**src/rtl/mstar_sweep.sv**
```systemverilog
module mstar_sweep #(
  parameter int W = 128
) (
  input  logic [W-1:0] m,
  input  logic [W-1:0] c,
  input  logic         cin,
  output logic [W-1:0] res,
  output logic         cout
);
  localparam int SW = W + 1;

  function automatic logic [SW-1:0] sweep_sum(logic [W-1:0] mk, logic [W-1:0] cl, logic ci);
    sweep_sum = {1'b0, mk & cl} + {1'b0, cl} + {{W{1'b0}}, ci};
  endfunction

  logic [SW-1:0] sum;

  always_comb begin
    sum  = sweep_sum(m, c, cin);
    res  = (sum[W-1:0] ^ c) | m;
    cout = sum[W];
  end
endmodule

```
**src/rtl/mstar_shift.sv**
```systemverilog
module mstar_shift #(
  parameter int W = 128
) (
  input  logic [W-1:0] m,
  input  logic         lin,
  output logic [W-1:0] res,
  output logic         lout
);
  always_comb begin
    res  = {m[W-2:0], lin};
    lout = m[W-1];
  end
endmodule

```
**src/rtl/mstar_link.sv**
```systemverilog
module mstar_link (
  input  logic clk,
  input  logic rst_n,
  input  logic en,
  input  logic d,
  output logic q
);
  always_ff @(posedge clk or negedge rst_n) begin
    if (!rst_n)  q <= 1'b0;
    else if (en) q <= d;
  end


  link_hold_chk: assert property (@(posedge clk) disable iff (!rst_n)
    !en |=> $stable(q));
endmodule

```
**src/rtl/mstar_unit.sv**
```systemverilog
module mstar_unit #(
  parameter int W = 128
) (
  input  logic         clk,
  input  logic         rst_n,
  input  logic         in_valid,
  output logic         in_ready,
  input  logic         sos,
  input  logic [W-1:0] marker,
  input  logic [W-1:0] cls,
  output logic         out_valid,
  output logic [W-1:0] out_star,
  output logic [W-1:0] out_adv
);
  // Serial restatement of the closure, used only by the checks below.
  function automatic logic chain_ok(logic [W-1:0] r, logic [W-1:0] m, logic [W-1:0] c);
    chain_ok = 1'b1;
    for (int j = 1; j < W; j++)
      if (r[j] != (m[j] | (r[j-1] & c[j-1]))) chain_ok = 1'b0;
  endfunction

  logic         accept;
  logic         carry_q, carry_in, carry_out;
  logic         top_q, top_in, top_out;
  logic [W-1:0] star_w, adv_w;

  assign accept   = in_valid & in_ready;
  assign carry_in = sos ? 1'b0 : carry_q;
  assign top_in   = sos ? 1'b0 : top_q;

  mstar_sweep #(.W(W)) u_sweep (
    .m(marker), .c(cls), .cin(carry_in), .res(star_w), .cout(carry_out)
  );

  mstar_shift #(.W(W)) u_shift (
    .m(marker), .lin(top_in), .res(adv_w), .lout(top_out)
  );

  mstar_link u_carry (
    .clk(clk), .rst_n(rst_n), .en(accept), .d(carry_out), .q(carry_q)
  );

  mstar_link u_top (
    .clk(clk), .rst_n(rst_n), .en(accept), .d(top_out), .q(top_q)
  );

  always_ff @(posedge clk or negedge rst_n) begin
    if (!rst_n) in_ready <= 1'b0;
    else        in_ready <= 1'b1;
  end

  always_ff @(posedge clk or negedge rst_n) begin
    if (!rst_n) begin
      out_valid <= 1'b0;
      out_star  <= '0;
      out_adv   <= '0;
    end else begin
      out_valid <= accept;
      if (accept) begin
        out_star <= star_w;
        out_adv  <= adv_w;
      end
    end
  end


  star_chain_chk: assert property (@(posedge clk) disable iff (!rst_n)
    accept |=> chain_ok(out_star, $past(marker), $past(cls)));


  keep_marker_chk: assert property (@(posedge clk) disable iff (!rst_n)
    accept |=> ((out_star & $past(marker)) == $past(marker)));


  sos_clear_chk: assert property (@(posedge clk) disable iff (!rst_n)
    (accept && sos) |=> !out_adv[0]);


  adv_shift_chk: assert property (@(posedge clk) disable iff (!rst_n)
    accept |=> (out_adv[W-1:1] == $past(marker[W-2:0])));


  valid_follow_chk: assert property (@(posedge clk) disable iff (!rst_n)
    accept |=> out_valid);


  valid_idle_chk: assert property (@(posedge clk) disable iff (!rst_n)
    !accept |=> !out_valid);


  ready_gate_chk: assert property (@(posedge clk) disable iff (!rst_n)
    !in_ready |=> !out_valid);
endmodule

```
**config.mk**
```make
export PLATFORM = sky130hd
export DESIGN_NAME = mstar_unit
export DESIGN_NICKNAME = d
export VERILOG_FILES = /design/src/rtl/mstar_sweep.sv /design/src/rtl/mstar_shift.sv /design/src/rtl/mstar_link.sv /design/src/rtl/mstar_unit.sv
export SDC_FILE = /design/constraint.sdc
export NUM_CORES = 1
export LEC_CHECK = 0
export BUFFER_PORTS_ARGS = -buffer_cell sky130_fd_sc_hd__buf_2
export CORE_AREA = 2 2 201 203
export CTS_CLUSTER_DIAMETER = 30
export DETAILED_ROUTE_END_ITERATION = 10
export DIE_AREA = 0 0 203 205
export PLACE_DENSITY = 0.78
export SLEW_MARGIN = 20
export SYNTH_ARGS = -nofsm -noshare
export SYNTH_HDL_FRONTEND = slang
export SYNTH_HIERARCHICAL = 1
export SYNTH_SLANG_ARGS = --single-unit
```
**constraint.sdc**
```tcl
create_clock -name clk -period 6.8 [get_ports clk]
set_input_delay 2.04 -clock clk [delete_from_list [all_inputs] [get_ports clk]]
set_output_delay 2.04 -clock clk [all_outputs]
set_load 0.02 [all_outputs]
```
# Word-level counts from Yosys, hierarchy flattened
# Cells that the tools add are included.
[totals] word_cells=14 inputBits=260 register_bits=260
[op_classes] bitwise_logic=4 n_addsub=2 n_mux=2
[ops] cell="$add A128 B128 Y129" count=1
[ops] cell="$add A129 B1 Y129" count=1
[ops] cell="$and A128 B128 Y128" count=1
[ops] cell="$or A128 B128 Y128" count=1
[ops] cell="$xor A128 B128 Y128" count=1
[ops] cell="$mux W1" count=2
[ops] cell="$and A1 B1 Y1" count=1

# Depth between registers and ports, before layout
# Gate-level depths: netlist of run 1.
[depth] depth_word=5 mapped_depth=17 depth_no_buf=17

# Modules after synthesis
# The synthesis of run 1 kept the hierarchy.
[by_module_without_submodules] module="mstar_unit" n_inst=1 seq_area_each_um2=6456.2 cells_per_inst=547 area_each_um2=10542.6
[by_module_without_submodules] module="mstar_sweep" n_inst=1 seq_area_each_um2=0.0 cells_per_inst=1194 area_each_um2=7375.8
[by_module_without_submodules] module="mstar_shift" n_inst=1 seq_area_each_um2=0.0 cells_per_inst=129 area_each_um2=968.4
[by_module_without_submodules] module="mstar_link" n_inst=2 seq_area_each_um2=25.0 cells_per_inst=2 area_each_um2=40.0

# Least setup slack after synthesis of run 1
# OpenSTA, ideal clock, no wires.
[synth_path] kind="in2reg" start="input cls[0]" end="register out_star[80]" slack_ns=1.539 path_buffers=0 arrival_time_ns=5.136 setup_time_ns=0.125 stages=17 cell_sequence="nor2b_1 ha_1 a21o_1 ha_1 a211o_1 nor4bb_1 o311ai_0 nand2_1 a31o_2 a31o_2 nand2b_1 o21ai_0 a21bo_2 a21boi_1 o21ai_0 a211o_1 mux2_4"
[synth_via] elab_chain_cells=5
[synth_lines] element="from (decl)" line="mstar_unit.sv:10" rtl="input logic [W-1:0] cls,"
[synth_lines] element="$and A128 B128 Y128" line="mstar_sweep.sv:13" rtl="sweep_sum = {1'b0, mk & cl} + {1'b0, cl} + {{W{1'b0}}, ci};"
[synth_lines] element="$add A128 B128 Y129 (*)" line="mstar_sweep.sv:13"
[synth_lines] element="$add A129 B1 Y129 (*)" line="mstar_sweep.sv:13"
[synth_lines] element="$xor A128 B128 Y128 (*)" line="mstar_sweep.sv:20" rtl="res = (sum[W-1:0] ^ c) | m;"
[synth_lines] element="$or A128 B128 Y128 (*)" line="mstar_sweep.sv:20"
[synth_lines] element="named net star_w[80]" line="mstar_unit.sv:25" rtl="logic [W-1:0] star_w, adv_w;"
[synth_lines] element="to (signal assigned)" line="mstar_unit.sv:60" rtl="out_star <= star_w;"
[synth_lines] element="to (decl)" line="mstar_unit.sv:12" rtl="output logic [W-1:0] out_star,"
# Mark *: on every way through the listed nets, which the timed path passes. The rest lies on a longest branch.
# A chain may end at the register's enable or synchronous reset.

# Worst setup path after layout of run 1
[layout_path] start="input cls[0]" end="register out_star[127]"
# Same word-level chain as after synthesis.

==> results.txt, run 1 <==
Status: complete, no violations
Final WS setup: 646 ps
Drt first pass iters: 6
Library cells used by synthesis: 85
Finished Layout Cells: 2895
Clock Latency Late Sink: 580 ps
I/O Buffers: 517
CTS hold repair buffers: 0
Final hold slack: 497 ps
VDD IR-drop max: 0.198 mV
Final Skew: 14.9 ps
Min-Delay Path Class: flop to flop
Synth async-reset ratio: 100%
Starting Density: 48.2%
Mapped Area: 0.0190 sq mm
Total Routing Usage GR: 29.8%
Layout cells sized above 1: 41.0%
Die Y: 205 microns
Largest net degree at the start of global routing: 115
GR Layer Usage met3: 5.62%
Gpl congestion: 0.930
#FFs+latches synth: 260
Post-CTS setup buffers: 0
Slew Limit Fails: 0
Synth area leader: dfrtp_1
Final period util: 90.5%
CTS H-tree lvls: 3
Max Fclk: 0.162 GHz
Slew margin rel.: 25.0%
Critical path class: input port to flop
Worst EP arrival: 6610 ps
Row count: 73
Number of synthesized flops with an enable pin: 0
Synth Warn #: 6
Fillers: 3325
Met1 Use GR: 38.6%
Initial antenna violation count: 3
Die area: 0.0416 sq mm
Area after DPL: 0.0210 sq mm
Cells after DPL: 2765
Worst-path fanout max: 4
Post-synth top cells: dfrtp_1 (260), mux2_4 (231), buf_4 (129)
Setup TNS: 0 ps
Syn_nets: 2136
Worst reg-to-reg setup slack: 1830 ps
Mapped Avg Cell Area: 10.1 sq um
Crit end category: flop
CP required: 7250 ps
DRT Wirelength: 63600 microns
GRT met2 Usage: 48.3%
Crit start category: input port
Clock Path Buffers: 3
DR vias: 17200
Max-Cap Viols: 0
DRC violations left: 0
Top cell type's share of synthesized area: 34.3%
Layout Area Growth over Synthesis: 24.1%
Synth Instances: 1874
Fin. Hold Viols: 0
Core area: 0.0394 sq mm
Worst-path clk slew: 40 ps
Final setup viols: 0
Worst-Margin Slew: 1110 ps
Largest cells by area after synthesis: dfrtp_1 (34%), mux2_4 (18%), buf_4 (5.1%), a21o_1 (3.2%), a21oi_1 (3.2%)
Final Instance Area: 0.0235 sq mm
Minimum clock period: 6150 ps
Antenna Nets Post-Route: 0
Seq/Total Area, Yosys: 34.3%
First-pass GRT wire length: 98100 microns
Clock Sinks: 260
Setup crit start: cls[0]
Drt wl/cell: 22.0 microns
Final nets: 2574
Leakage: 10.8 nW
Worst Hold Launch: out_adv[21]$_DFFE_PN0P_
Worst r2r src: u_carry/q$_DFFE_PN0P_
DR vias/cell: 5.94
GR peak layer: met2
CTS tree: done
Detailed Route Iter0 Violations: 1529
Vias in the first global route: 17100
Most frequent cell after synthesis: dfrtp_1
Root Driver: clkbuf_16
Num CTS Buffers: 70
Post-cts resize count: 0
Detailed placer's ending HPWL: 48000 microns
RSZ-0062 raised after global routing: no
Pre-CTS setup slack: 320 ps
Die width: 203 microns
Pwr Density: 296 mW/mm^2
Post-synth top flop: dfrtp_1
IO Count: 518
Overflow after GRT: 0
## metrics by stage
stage	power, W	util (%)
after floorplan	0.00295	-
after global placement	0.00350	53.5
after detailed placement	0.00352	53.5
after CTS	0.00700	59.8
after global routing	0.00721	59.8
final	0.00697	59.8
## registers in the layout, indices dropped and copies added (netlist names)
register	flops
out_valid	1
in_ready	1
u_carry/q	1
out_star	128
out_adv	128
u_top/q	1
## metal layers
metal  routed length [microns]  up-vias
met5                         0        -
met4                      2540        0
met3                      4910      150
met2                     29800      903
met1                     26400     8385
li1                          -     7753
## worst max-delay path: stages
cell and delay, ps:
buf_2 120, nor2b_1 130, ha_1 190, a2111oi_0 870
nor4_1 170, o311ai_0 450, buf_4 210, nor2_1 40
a211oi_1 210, buf_4 170, o32a_1 140, and2_1 410
o211ai_1 240, a31oi_1 400, o21ai_1 230, a31oi_1 210
o21ai_0 90, mux2_2 270
## worst paths after layout
check	to	cells after the start
worst max-delay path	out_star[127]$_DFFE_PN0P_	18
worst min-delay path	out_adv[21]$_DFFE_PN0P_	1
worst max register to register	out_star[127]$_DFFE_PN0P_	17
worst min register to register	out_adv[21]$_DFFE_PN0P_	1
max in group asynchronous	out_star[82]$_DFFE_PN0P_	2
min in group asynchronous	out_adv[2]$_DFFE_PN0P_	1
## layout by cell type (no fill, tap or decap), types with 11 or more instances in the layout
| cell type | instances |
|---|---|
| nor2_1 | 78 |
| nand3_1 | 58 |
| dfrtp_1 | 260 |
| nor2b_1 | 70 |
| mux2_4 | 231 |
| a31oi_1 | 24 |
| or2_2 | 36 |
| a211o_1 | 11 |
| nor3_1 | 23 |
| o211ai_1 | 16 |
| buf_2 | 516 |
| clkbuf_16 | 73 |
| o21a_1 | 28 |
| nand4_1 | 13 |
| o21bai_1 | 12 |
| inv_1 | 43 |
| or3_1 | 17 |
| nand2b_1 | 57 |
| nand3b_1 | 13 |
| o31ai_1 | 11 |
| nand2_1 | 118 |
| nor4bb_1 | 28 |
| a21o_1 | 82 |
| a21oi_1 | 123 |
| o21ai_0 | 98 |
| mux2_2 | 27 |
| and3_1 | 17 |
| and2_1 | 18 |
| nand4b_1 | 11 |
## kinds of logic after synthesis
group,count (synthesis),synth area share [%]
simple gates,635,20.0
compound gates,511,17.9
flops,260,34.3
mux,258,19.9
buf+inv,205,7.74
fa+ha+maj,2,0.132
xor+xnor,2,0.0924
other cells,1,0.0198
## layout make-up
class / instances / area (sq um) / share of cell area (%)
Antenna cell: 4 / 10.0 / 0.0425
Clock buffer: 84 / 1930 / 8.19
Clock inverter: 42 / 549 / 2.33
Inverter: 44 / 165 / 0.702
Multi-Input combinational cell: 1409 / 11000 / 46.7
Sequential cell: 260 / 6510 / 27.6
Tap cell: 525 / 657 / 2.79
Timing Repair Buffer: 527 / 2720 / 11.6
## report_power, final
group	switching, W	total (W)	internal, W
logic	0.000900	0.00159	0.000690
registers	0.000150	0.00194	0.00179
clock network	0.00104	0.00344	0.00240
Power figures use the tool's default switching activity.
==> inputs of run 2 (changes only) <==
==> constraint.sdc (replaced) <==
create_clock -name clk -period 6.8 [get_ports clk]
set_input_delay 1.36 -clock clk [delete_from_list [all_inputs] [get_ports clk]]
set_output_delay 1.36 -clock clk [all_outputs]
set_load 0.02 [all_outputs]
==> run 2 against run 1 <==
Against the previous run: clock power barely moved; non-clock buffer count is 5 lower; cell area decreased by 0.48%; largest cell class unchanged; critical path depth decreased by 3; combinational power hardly changed; final cell count fell by 0.45%; wire length is 1.5% lower; sequential share of layout area is 0.13 points higher; flip-flop and latch count is the same; count of clock-buffer cells in the layout fell by 5; critical path type unchanged; die area stayed put.
==> results.txt, run 2 (synthesis gave the netlist of run 1 again) <==
Worst-path fanout max: 4 (unchanged)
Pwr Density: 297 mW/mm^2 (+0.27%)
Detailed placer's ending HPWL: 47700 microns (-0.69%)
Slew Limit Fails: 0 (unchanged)
Die Y: 205 microns (unchanged)
Drt wl/cell: 21.7 microns (-1.1%)
CTS tree: done
Antenna Nets Post-Route: 0 (unchanged)
DRC violations left: 0 (unchanged)
Min-Delay Path Class: flop to flop
First-pass GRT wire length: 96800 microns (-1.3%)
Worst EP arrival: 6130 ps (-480 ps)
Top Layer Used: met4
Top flop regs: out_adv (128), out_star (128)
Fin. Hold Viols: 0 (unchanged)
WL met1: 26100 microns (-1.1%)
I/O Buffers: 517 (unchanged)
DR vias/cell: 5.95 (+0.15%)
DR vias: 17100 (-0.30%)
Worst-Margin Slew: 1100 ps (-7.09 ps)
Drt first pass iters: 6 (unchanged)
Leakage: 10.7 nW (-0.39%)
Starting Density: 48.2% (unchanged)
Root Driver: clkbuf_16
Clock Path Buffers: 3 (unchanged)
Die width: 203 microns (unchanged)
Clock Sinks: 260 (unchanged)
Clock Latency Late Sink: 570 ps (about the same)
RSZ-0062 raised after global routing: no
Most frequent cells in the layout: buf_2 (516), dfrtp_1 (260), mux2_4 (231)
IO Count: 518 (unchanged)
Die area: 0.0416 sq mm (unchanged)
Crit path cell chain: buf_2 -> nor2b_1 -> ha_1 -> a2111oi_0 -> nor4_1 -> o311ai_0 -> nor2_1 -> a211oi_1 -> o32a_1 -> and2_1 -> o211ai_1 -> a31oi_1 -> o21ai_1 -> or2_2 -> mux2_4
Final hold slack: 497 ps (+0.307 ps)
Final nets: 2565 (-0.35%)
Largest net degree at the start of global routing: 114 (-0.87%)
Worst path slowest cell: o311ai_0
Minimum clock period: 5680 ps (-470 ps)
Final setup viols: 0 (unchanged)
Gpl congestion: 0.940 (+1.1%)
Metal3 WL: 4880 microns (-0.77%)
CP required: 7250 ps (about the same)
Initial antenna violation count: 2 (-1)
Crit end category: flop
Detailed Route Iter0 Violations: 1520 (-0.59%)
Final period util: 83.6% (-6.9 points)
Status: complete, no violations
Worst-path clk slew: 40 ps (about the same)
Num CTS Buffers: 66 (-5.7%)
Layout Area Growth over Synthesis: 23.5%
Overflow after GRT: 0 (unchanged)
DRT Wirelength: 62700 microns (-1.5%)
Core area: 0.0394 sq mm (unchanged)
Total Routing Usage GR: 29.4% (-0.45 points)
Slew margin rel.: 25.5% (+0.48 points)
Max Fclk: 0.176 GHz (+8.3%)
Vias in the first global route: 16800 (-1.4%)
Critical path class: input port to flop
Row count: 73 (unchanged)
Leading cell type in the layout, fill and taps excluded: buf_2
Final Skew: 13.7 ps (-1.23 ps)
Setup TNS: 0 ps (unchanged)
Post-CTS setup buffers: 0 (unchanged)
Post-cts resize count: 0 (unchanged)
Crit path largest cell delay: 840 ps (-30 ps)
Crit start category: input port
Wire length on met2: 29400 microns (-1.2%)
VDD IR-drop max: 0.227 mV (+15%)
CTS hold repair buffers: 0 (unchanged)
Layout cells sized above 1: 40.7% (-0.28 points)
CTS H-tree lvls: 3 (unchanged)
Max-Cap Viols: 0 (unchanged)
## run 2: layout make-up
cell class / instances / area [sq um]
fill: 3319 / 15900
multi-input combinational: 1409 / 11000
sequential: 260 / 6510
timing repair buffer: 522 / 2660
clock buffer: 79 / 1800
tap: 525 / 657
clock inverter: 41 / 629
inverter: 44 / 165
antenna: 2 / 5.00
## run 2: path summary, 6_finish.rpt
| path | cells past startpoint | from | end | slack (ps) |
|---|---|---|---|---|
| worst min register to register | 1 | out_adv[17]$_DFFE_PN0P_ | out_adv[17]$_DFFE_PN0P_ | 500 |
| worst max-delay path | 15 | cls[0] | out_star[119]$_DFFE_PN0P_ | 1120 |
| worst max register to register | 14 | u_carry/q$_DFFE_PN0P_ | out_star[119]$_DFFE_PN0P_ | 1610 |
| max in group asynchronous | 2 | rst_n | out_star[66]$_DFFE_PN0P_ | 4460 |
| min in group asynchronous | 1 | rst_n | out_adv[1]$_DFFE_PN0P_ | 790 |
| worst min-delay path | 1 | out_adv[17]$_DFFE_PN0P_ | out_adv[17]$_DFFE_PN0P_ | 500 |
## run 2: through the flow
step           std cells  setup WS [ps]  power (W)  utilization [%]  cell area (sq um)
6_report            2882           1120    0.00695             59.5              23400
5_1_grt             2882           1020    0.00720             59.5              23400
4_1_cts             2880           1270    0.00698             59.5              23400
3_5_place_dp        2760            726    0.00352             53.3              21000
3_3_place_gp        2760            724    0.00349             53.3              21000
2_1_floorplan       1874           2220    0.00295                -              19000
## run 2: metal layers
layer | GRT usage [%] | vias up
li1 | - | 7741
met3 | 6.01 | 144
met5 | 0 | -
met4 | 12.9 | 0
met2 | 47.6 | 940
met1 | 38.0 | 8314
## run 2: worst max-delay path, delay by kind of cell
kind | cells | cell delay (ps)
AOI/OAI and AO/OA | 7 | 3100
and+or+nand+nor | 5 | 1100
muxes | 1 | 250
adders and majority gates | 1 | 190
buffers and inverters | 1 | 120
## run 2: where the power goes
part	internal [W]	switching, W
logic	0.000690	0.000893
clock network	0.00240	0.00103
registers	0.00179	0.000151
